### src/rtl/tmac_pkg.sv
package tmac_pkg;
    localparam int ACT_W   = 8;
    localparam int WGT_W   = 2;
    localparam int TAPS    = 4;
    localparam int LANE_W  = 16;
    localparam int NLANE   = 4;
    localparam int ACTV_W  = ACT_W * TAPS;
    localparam int ACC_W   = LANE_W * NLANE;
    localparam int PROD_W  = ACT_W + 1 + WGT_W;
    localparam int SUM_W   = PROD_W + $clog2(TAPS);

    typedef struct packed {
        logic             valid;
        logic [ACC_W-1:0] res;
    } tmac_state_t;
endpackage

### src/rtl/tmac_tap.sv
module tmac_tap #(
    parameter int ACT_W  = 8,
    parameter int WGT_W  = 2,
    parameter int PROD_W = ACT_W + 1 + WGT_W
) (
    input  logic [ACT_W-1:0]         act_byte,
    input  logic [WGT_W-1:0]         wgt_code,
    input  logic                     act_unsigned,
    output logic signed [PROD_W-1:0] prod
);
    logic signed [ACT_W:0]   act_ext;
    logic signed [WGT_W-1:0] wgt_val;

    always_comb begin
        // The extra top bit carries the sign in signed mode and is zero in unsigned mode.
        act_ext = act_unsigned ? $signed({1'b0, act_byte})
                               : $signed({act_byte[ACT_W-1], act_byte});
        wgt_val = $signed(wgt_code);
        prod    = act_ext * wgt_val;
    end
endmodule

### src/rtl/tmac_dot.sv
module tmac_dot #(
    parameter int ACT_W  = 8,
    parameter int WGT_W  = 2,
    parameter int TAPS   = 4,
    parameter int PROD_W = ACT_W + 1 + WGT_W,
    parameter int SUM_W  = PROD_W + $clog2(TAPS)
) (
    input  logic [ACT_W*TAPS-1:0]   act_word,
    input  logic [WGT_W*TAPS-1:0]   wgt_field,
    input  logic                    act_unsigned,
    output logic signed [SUM_W-1:0] dot
);
    logic signed [PROD_W-1:0] prod [TAPS];

    for (genvar k = 0; k < TAPS; k++) begin : g_tap
        tmac_tap #(
            .ACT_W (ACT_W),
            .WGT_W (WGT_W),
            .PROD_W(PROD_W)
        ) u_tap (
            .act_byte    (act_word[k*ACT_W +: ACT_W]),
            .wgt_code    (wgt_field[k*WGT_W +: WGT_W]),
            .act_unsigned(act_unsigned),
            .prod        (prod[k])
        );
    end

    always_comb begin
        dot = '0;
        for (int k = 0; k < TAPS; k++) begin
            dot = dot + SUM_W'(prod[k]);
        end
    end
endmodule

### src/rtl/tmac_lane_sat.sv
module tmac_lane_sat #(
    parameter int LANE_W = 16,
    parameter int SUM_W  = 13,
    parameter int EXT_W  = ((SUM_W > LANE_W) ? SUM_W : LANE_W) + 1
) (
    input  logic [LANE_W-1:0]       lane_in,
    input  logic signed [SUM_W-1:0] dot,
    output logic [LANE_W-1:0]       lane_out
);
    localparam logic signed [EXT_W-1:0] HI_LIM = EXT_W'((2 ** (LANE_W - 1)) - 1);
    localparam logic signed [EXT_W-1:0] LO_LIM = -EXT_W'(2 ** (LANE_W - 1));

    logic signed [EXT_W-1:0] wide;

    always_comb begin
        wide = EXT_W'($signed(lane_in)) + EXT_W'(dot);
        if (wide > HI_LIM) begin
            lane_out = HI_LIM[LANE_W-1:0];
        end else if (wide < LO_LIM) begin
            lane_out = LO_LIM[LANE_W-1:0];
        end else begin
            lane_out = wide[LANE_W-1:0];
        end
    end
endmodule

### src/rtl/tmac_unit.sv
module tmac_unit
    import tmac_pkg::*;
(
    input  logic             clk,
    input  logic             rst_n,
    input  logic             valid_in,
    input  logic             act_unsigned,
    input  logic [31:0]      act_word,
    input  logic [31:0]      wgt_word,
    input  logic [63:0]      acc_word,
    output logic             valid_out,
    output logic [63:0]      res_word
);
    localparam int WFIELD_W = WGT_W * TAPS;

    logic signed [SUM_W-1:0] dot_sum;
    logic [ACC_W-1:0]        lanes_sat;
    tmac_state_t             st_d, st_q;

    tmac_dot #(
        .ACT_W (ACT_W),
        .WGT_W (WGT_W),
        .TAPS  (TAPS),
        .PROD_W(PROD_W),
        .SUM_W (SUM_W)
    ) u_dot (
        .act_word    (act_word[ACTV_W-1:0]),
        .wgt_field   (wgt_word[WFIELD_W-1:0]),
        .act_unsigned(act_unsigned),
        .dot         (dot_sum)
    );

    for (genvar l = 0; l < NLANE; l++) begin : g_lane
        tmac_lane_sat #(
            .LANE_W(LANE_W),
            .SUM_W (SUM_W)
        ) u_sat (
            .lane_in (acc_word[l*LANE_W +: LANE_W]),
            .dot     (dot_sum),
            .lane_out(lanes_sat[l*LANE_W +: LANE_W])
        );
    end

    always_comb begin
        st_d       = st_q;
        st_d.valid = valid_in;
        if (valid_in) begin
            st_d.res = lanes_sat;
        end
    end

    always_ff @(posedge clk) begin
        if (!rst_n) begin
            st_q <= '0;
        end else begin
            st_q <= st_d;
        end
    end

    assign valid_out = st_q.valid;
    assign res_word  = st_q.res;


    valid_lat_chk: assert property (@(posedge clk) disable iff (!rst_n)
        valid_in |=> valid_out);


    idle_hold_chk: assert property (@(posedge clk) disable iff (!rst_n)
        !valid_in |=> (!valid_out && $stable(res_word)));


    zero_wgt_chk: assert property (@(posedge clk) disable iff (!rst_n)
        (valid_in && wgt_word[WFIELD_W-1:0] == '0) |=> res_word == $past(acc_word));

    for (genvar l = 0; l < NLANE; l++) begin : g_dir_chk

        lane_up_chk: assert property (@(posedge clk) disable iff (!rst_n)
            (valid_in && dot_sum > 0) |=>
            $signed(res_word[l*LANE_W +: LANE_W]) >= $signed($past(acc_word[l*LANE_W +: LANE_W])));

        lane_down_chk: assert property (@(posedge clk) disable iff (!rst_n)
            (valid_in && dot_sum < 0) |=>
            $signed(res_word[l*LANE_W +: LANE_W]) <= $signed($past(acc_word[l*LANE_W +: LANE_W])));
    end
endmodule

### config.mk
export PLATFORM = sky130hd
export DESIGN_NAME = tmac_unit
export DESIGN_NICKNAME = d
export VERILOG_FILES = /design/src/rtl/tmac_pkg.sv /design/src/rtl/tmac_tap.sv /design/src/rtl/tmac_dot.sv /design/src/rtl/tmac_lane_sat.sv /design/src/rtl/tmac_unit.sv
export SDC_FILE = /design/constraint.sdc
export NUM_CORES = 1
export LEC_CHECK = 0
export BUFFER_PORTS_ARGS = -buffer_cell sky130_fd_sc_hd__buf_2
export CORE_ASPECT_RATIO = 0.5
export CORE_MARGIN = 2
export CORE_UTILIZATION = 60
export CTS_CLUSTER_SIZE = 24
export DETAILED_ROUTE_END_ITERATION = 10
export PLACE_DENSITY = 0.95
export RECOVER_POWER = 100
export REMOVE_ABC_BUFFERS = 1
export SLEW_MARGIN = 20
export SYNTH_ARGS = -nofsm -noshare
export SYNTH_HDL_FRONTEND = slang
export SYNTH_SLANG_ARGS = --single-unit
### constraint.sdc
create_clock -name clk -period 14.7 [get_ports clk]
set_input_delay 1.47 -clock clk [delete_from_list [all_inputs] [get_ports clk]]
set_output_delay 1.47 -clock clk [all_outputs]
set_load 0.1 [all_outputs]
==> metrics list, run 1 <==
- Detailed-route vias per instance: 5.92
* Peak fanout along the critical path: 15
- Placed wire-length estimate after detailed placement: 17600 um
- Setup slack on the worst flop-to-flop path: 13.69 ns
- Proportion of netlist area held by the largest area contributor: 0.157
- Max frequency: 109 MHz
- Synth unique cells: 63
* Number of failing setup endpoints in the final timing report: 0
* DRT antenna net count: 0
- For this run, the leading register cell type out of synthesis is sky130_fd_sc_hd__dfxtp_1.
- Final cycle utilization of the critical path: 0.626
* Starting density of the core: 0.613
* Later-pin clock latency in the skew report: 0.35 ns
- Cell Area, Synth: 8310 um^2
* Ys async rst share: 0
- Total placed instance area: 9310 um^2
- The first global-routing pass estimated 36500 um of wire.
- The critical path contains buffers and inverters numbering 5 combined.
* Number of global-route vias before repair: 7931
- Worst hold path cell count: 2
- Total clock sinks: 65
- In this run the worst hold path is classified as reg -> reg.
* Violations in the final reports: capacitance limit, slew limit
- The worst setup path is of the in -> reg kind.
* Count of final hold-check violations: 0
- Counting flops and latches in the post-synthesis netlist gives 65.
- Die Area: 14900 um^2
- The startpoint identified for the worst hold timing path is res_word[61]$_SDFFE_PN0P_.
- Detailed Route WL: 22700 um
* Reg-to-Reg End: res_word[55]$_SDFFE_PN0P_
- Worst Reg-to-Reg Cells: 3
- Via total after detailed routing: 7913
- The core region is 13600 um^2.
- The finished cells cover 9500 um^2.
- Dominant cell type by area after synthesis: sky130_fd_sc_hd__dfxtp_1
- Sequential element share of the synthesized area: 0.157
* Height of the die: 87.2 um
* Global-route total usage across every layer: 0.307
- After the flow finishes, the layout carries non-filler instances totaling 1337.
- Counting along the longest clock path gives a buffer depth of 2.
* Most used cell along the critical path: sky130_fd_sc_hd__fa_1
- Final Max Slew Viols: 73
- Category of the worst setup path capture point: flop
* N_diodes: 0
* Top cells by area in the synthesized netlist: sky130_fd_sc_hd__dfxtp_1, sky130_fd_sc_hd__fa_1, sky130_fd_sc_hd__ha_1
- In this run, the number of DRC markers left after iteration 0 of detailed routing was 513.
- The path with the worst hold slack has its endpoint at res_word[61]$_SDFFE_PN0P_.
- For the worst setup path, the data arrival time is 9.30 ns.
- Nature of the critical path startpoint: primary input
- Result of the run: complete, but fails checks
- The pre-antenna-repair detailed-routing pass consisted of 5 iterations.
- Clock transition at the register clock pins on the worst setup and hold paths after CTS: 0.06 ns
* Final Wtd Congestion: 0.914
* Clock Root Buffer: sky130_fd_sc_hd__clkbuf_16
- The H-tree was split into 3 levels.
* Most frequent cells after synthesis: sky130_fd_sc_hd__inv_1, sky130_fd_sc_hd__ha_1, sky130_fd_sc_hd__a21oi_1, sky130_fd_sc_hd__o21ai_0
- After technology mapping, the gate count stands at 982.
- Aggregate global routing overflow: 0
- Summed over all failing endpoints, the final setup total negative slack is 0 ns.
- NumNets Final: 1426
- Setup repair after global routing missed its margin: no
* Worst-Margin Slew: 2.75 ns
- Cell family with the largest share of critical-path delay: adder cells
* Hold buffers post-CTS: 0
- For this design the top-level I/O count stands at 197.
* Required time of the critical path: 14.79 ns
* Critical-path cell with the highest stage delay: sky130_fd_sc_hd__xnor2_1
* Buffers added on ports: 172
* Max Cap Viol: 1
* Placed Cells incl. Taps: 1322
- Clock skew on the completed layout was measured at 0 ns.
* Largest net degree at the start of global routing: 73
* TritonCTS Buffers: 9
- In the final layout, the share of cells above drive strength 1 is 0.116.
- Clock tree from TritonCTS: done
- Dividing the detail-routed wire length by the instance count gives 16.9 um.
* Initial antenna violation count: 0
- Number of flops mapped to enable cells by yosys: 0
- Yosys instantiated no cell more often than sky130_fd_sc_hd__inv_1.
- On the worst path, the slowest cell contributes a delay of 1.11 ns.
- The number of setup buffers added after CTS is 0.
- For this run, the number of Yosys warnings is 0.
- DRC violation count after routing: 0
- In this run the core area contains 30 standard-cell rows.
* DIE WIDTH: 170 um
- Period minus WS final: 9.21 ns
- Mean Syn Cell Area: 8.46 um^2
- Worst r2r src: res_word[55]$_SDFFE_PN0P_
* Worst slew margin: -0.836
- Area grow syn2layout: 14.3%
- Gates resized during post-CTS repair numbered 0.
-- layout make-up --
type / instances / area [um^2]
clock inverter: 3 / 40.0
timing repair buffer: 175 / 797
fill: 1069 / 4050
tap: 192 / 240
sequential: 65 / 1300
multi-input combinational: 776 / 6430
inverter: 114 / 428
clock buffer: 12 / 256
-- metal layers --
| layer | vias up | track usage | share of wire |
|---|---|---|---|
| met2 | 336 | 0.552 | 0.48 |
| met1 | 3754 | 0.364 | 0.42 |
| met5 | - | 0 | 0 |
| li1 | 3745 | - | - |
| met4 | 0 | 0.140 | 0.037 |
| met3 | 78 | 0.0545 | 0.067 |
-- cell usage in the layout, fill, tap and decap left out, drive strengths merged, types with 29 or more instances in the layout --
master,instances
nor2b,44
xnor2,29
clkbuf,79
o21ai,74
buf,108
inv,114
ha,88
nor2,43
maj3,38
nand2,55
fa,65
dfxtp,65
a21oi,72
and2,32
-- worst reg2reg max path: cells and delay by family (launching register included) --
family,cells,cell delay (ns)
compound gates,2,0.45
simple gates,1,0.12
flops,1,0.31
-- cell families (layout without fill, tap and decap cells) --
group           after synthesis  count (layout)  synth area share
compound gates              277             277             0.219
xor+xnor                     57              57            0.0619
fa+ha+maj                   191             191             0.336
buf+inv                     141             304            0.0669
flops                        65              65             0.157
mux                           5               5           0.00603
simple gates                246             246             0.153
-- metrics by stage --
step / hold slack [ns] / setup WS (ns) / utilization
2_1_floorplan: 0.891 / 6.17 / -
3_3_place_gp: 0.432 / 5.62 / 0.687
3_5_place_dp: 0.448 / 5.48 / 0.687
4_1_cts: 0.461 / 5.83 / 0.709
5_1_grt: 0.486 / 5.05 / 0.701
6_report: 0.469 / 5.49 / 0.701
-- worst max-delay path by stage --
stage / cells after the start / endpoint / startpoint
finish: 27 / res_word[8]$_SDFFE_PN0P_ / wgt_word[3]
floorplan: 26 / res_word[38]$_SDFFE_PN0P_ / wgt_word[3]
detailed placement: 26 / res_word[38]$_SDFFE_PN0P_ / wgt_word[3]
global route: 26 / res_word[8]$_SDFFE_PN0P_ / wgt_word[3]
CTS: 26 / res_word[38]$_SDFFE_PN0P_ / wgt_word[3]
global placement: 26 / res_word[38]$_SDFFE_PN0P_ / wgt_word[3]
-- registers in the layout, summed over array words and instances, names as in the netlist --
| name | flops |
|---|---|
| valid_out | 1 |
| res_word | 64 |
Power of run 1 is not shown: default switching activity piles up to over one toggle a cycle in this logic, so the estimate is an artifact.
==> inputs of run 2 (changes only) <==
--- a/config.mk
+++ b/config.mk
@@ -8,10 +8,10 @@
 export BUFFER_PORTS_ARGS = -buffer_cell sky130_fd_sc_hd__buf_2
 export CORE_ASPECT_RATIO = 0.5
 export CORE_MARGIN = 2
-export CORE_UTILIZATION = 60
+export CORE_UTILIZATION = 56
 export CTS_CLUSTER_SIZE = 24
 export DETAILED_ROUTE_END_ITERATION = 10
-export PLACE_DENSITY = 0.95
+export PLACE_DENSITY = 0.92
 export RECOVER_POWER = 100
 export REMOVE_ABC_BUFFERS = 1
 export SLEW_MARGIN = 20
==> constraint.sdc (replaced) <==
create_clock -name clk -period 9.6 [get_ports clk]
set_input_delay 0.96 -clock clk [delete_from_list [all_inputs] [get_ports clk]]
set_output_delay 0.96 -clock clk [all_outputs]
set_load 0.1 [all_outputs]
==> run 2 against run 1 <==
  * The flow still finishes with violations (capacitance limit, slew limit)
  * Hold slack got worse by 0.015 ns
  * Cell count rose by 0.67%
  * Utilization shrank 4.4 points
  * Flip-flop and latch count is the same
  * Die area up 6.9%
  * Clock skew unchanged
  * Worst setup slack lost 4.3 ns
  * Critical path type unchanged
  * Largest cell class unchanged
==> metrics list, run 2 (same netlist as run 1, synthesis figures left out) <==
- Worst r2r src: res_word[55]$_SDFFE_PN0P_
- The number of CTS-inserted buffers was 9 (unchanged).
- Setup slack on the worst flop-to-flop path: 8.58 ns (-5.11 ns)
* Worst slew margin: -0.837 (about the same)
- Number of buffers on the longest clock path: 2 (unchanged)
- Number of failing setup endpoints in the final timing report: 0 (unchanged)
- Subtracting the final worst setup slack from the clock period gives 8.42 ns.
- The remaining routing DRC violations came to 0 (unchanged).
* Most used cells in the layout excluding fill and tap cells: sky130_fd_sc_hd__inv_1, sky130_fd_sc_hd__buf_2, sky130_fd_sc_hd__ha_1
* Clock transition at the register clock pins on the worst setup and hold paths after CTS: 0.06 ns (about the same)
- The routed length per instance is 16.4 um (-3.3%).
- The number of setup buffers added after CTS was 0 (unchanged).
* Worst Reg-to-Reg Cells: 3 (unchanged)
- Category of the worst setup path capture point: flop
* CTS H-tree lvls: 3 (unchanged)
- DRT antenna net count: 0 (unchanged)
- DRT iter0 DRCs: 498 (-2.9%)
- The cell sitting at the root of the clock tree is a sky130_fd_sc_hd__clkbuf_16.
* Worst slack on hold paths: 0.454 ns (-0.0150 ns)
* Buffers added on ports: 172 (unchanged)
- The number of sinks driven by the clock tree is 65 (unchanged).
* Final cycle utilization of the critical path: 0.877
- The number of global-route vias before repair is 7695 (-3.0%).
* FILL cells: 1172 (+9.6%)
- The length of the first detailed-routing pass in iterations is 5 (unchanged).
* Largest net degree at the start of global routing: 73 (unchanged)
- Required time of the critical path: 9.71 ns (-5.08 ns)
- Critical path data arrival time: 8.53 ns (-0.77 ns)
- Post-route design area: 9500 um^2 (about the same)
* Starting density of the core: 0.574 (-0.0389)
* Count of cells resized by post-cts repair: 0 (unchanged)
- The die span in y came to 90.1 um (+3.3%).
- The met3 global-route usage was 0.0406 (-0.0139).
- The width of the die came to 176 um (+3.4%).
- The largest fanout on the critical path was 12 (-3).
- The number of I/O pins is 197 (unchanged).
- Via total after detailed routing: 7818 (-1.2%)
* Number of placement rows: 31 (+3.3%)
- Critical path's largest stage delay: 0.89 ns (-0.22 ns)
- The final sum of negative setup slack is 0 ns (unchanged).
* Critical-path cell with the highest stage delay: sky130_fd_sc_hd__xnor2_1
- The number of stages on the worst hold path was 2 (unchanged).
* Final Skew: 0 ns (unchanged)
- Critical hold path startpoint: res_word[60]$_SDFFE_PN0P_
- Min-Delay Path Class: reg -> reg
- Count of final hold-check violations: 0 (unchanged)
- The relative area change from synthesis to final layout was 14.4% (about the same).
- TritonCTS built the clock tree.
- The area of the die was 15900 um^2 (+6.9%).
* Sink of the worst hold path: res_word[60]$_SDFFE_PN0P_
* Proportion of layout cells with a drive suffix above 1: 0.118 (+0.00144)
* NumNets Final: 1428 (+0.14%)
* Critical path startpoint: wgt_word[3]
- Final Max Slew Viols: 73 (unchanged)
- Detailed Route WL: 22000 um (-2.7%)
- The initial antenna violation count came to 0 (unchanged).
- Cell family with the largest share of critical-path delay: adder cells
- Worst setup slack after placement: 1.16 ns (-4.33 ns)
* Later-pin clock latency in the skew report: 0.34 ns (about the same)
- Met2 Usage GRT: 0.462 (-0.0907)
- Violations in the final reports: capacitance limit, slew limit
- The max-capacitance violation count is 1 (unchanged).
- The number of buffers and inverters on the critical path came to 5 (unchanged).
* Aggregate global routing overflow: 0 (unchanged)
* Max frequency: 119 MHz
* Global-route total usage across every layer: 0.273 (-0.0343)
* Busiest grt layer: met2
- The worst setup path is launched from a primary input.
* Met1 GRT Util: 0.345 (-0.0188)
- Placed wire-length estimate after detailed placement: 17400 um (-0.95%)
* Reg-to-Reg End: res_word[55]$_SDFFE_PN0P_
* Final Wtd Congestion: 0.891 (-2.5%)
- The global-route wire length before repair was 35300 um (-3.1%).
* Setup repair after global routing missed its margin: no
* Largest register FFs: 64 (unchanged)
* Worst-Margin Slew: 2.76 ns (+0.000841 ns)
- The area inside the core boundary was 14500 um^2 (+6.8%).
* Detailed-route vias per instance: 5.81 (-1.9%)
- The final setup slack of the worst path came to 1.18 ns (-4.31 ns).
- Setup Crit Path Kind: in -> reg
- The flow ran to the end, but the final reports show violations.
- The placed cell area is 9340 um^2 (+0.24%).
- Hold buffers post-CTS: 0 (unchanged)
* Most common cell after layout, fill and taps aside: sky130_fd_sc_hd__inv_1
- N_diodes: 0 (unchanged)
==> run 2: per-stage QoR <==
stage | utilization | std cells
floorplan | - | 955
global placement | 0.645 | 1330
detailed placement | 0.645 | 1330
CTS | 0.664 | 1346
global route | 0.657 | 1346
finish | 0.657 | 1346
==> run 2: final cells by class <==
type	count	area (um^2)	share of cell area
Multi-Input combinational cell	776	6440	0.678
Clock inverter	3	15.0	0.00158
Sequential cell	65	1300	0.137
Timing Repair Buffer	177	808	0.0851
Clock buffer	13	260	0.0274
Inverter	114	428	0.0450
Tap cell	198	248	0.0261
==> run 2: worst max-delay path by stage <==
stage               cells after the start  slack (ns)                         to
floorplan                              26        1.58  res_word[38]$_SDFFE_PN0P_
global placement                       27        1.27  res_word[49]$_SDFFE_PN0P_
detailed placement                     27        1.16  res_word[49]$_SDFFE_PN0P_
CTS                                    27        1.49  res_word[49]$_SDFFE_PN0P_
global route                           27        0.61  res_word[49]$_SDFFE_PN0P_
finish                                 27        1.18  res_word[49]$_SDFFE_PN0P_
==> run 2: layer usage <==
layer  wire (um)  up-vias
li1            -     3754
met1        9560     3652
met2       10100      325
met3        1480       87
met4         910        0
met5           0        -
==> run 2: tightest hold or removal path: cells and delay by family (launching register included) <==
family | cells | cell delay (ns)
DFF | 1 | 0.32
and+or+nand+nor | 1 | 0.04
AOI/OAI and AO/OA | 1 | 0.05
Power of run 2 is left out for the same reason.
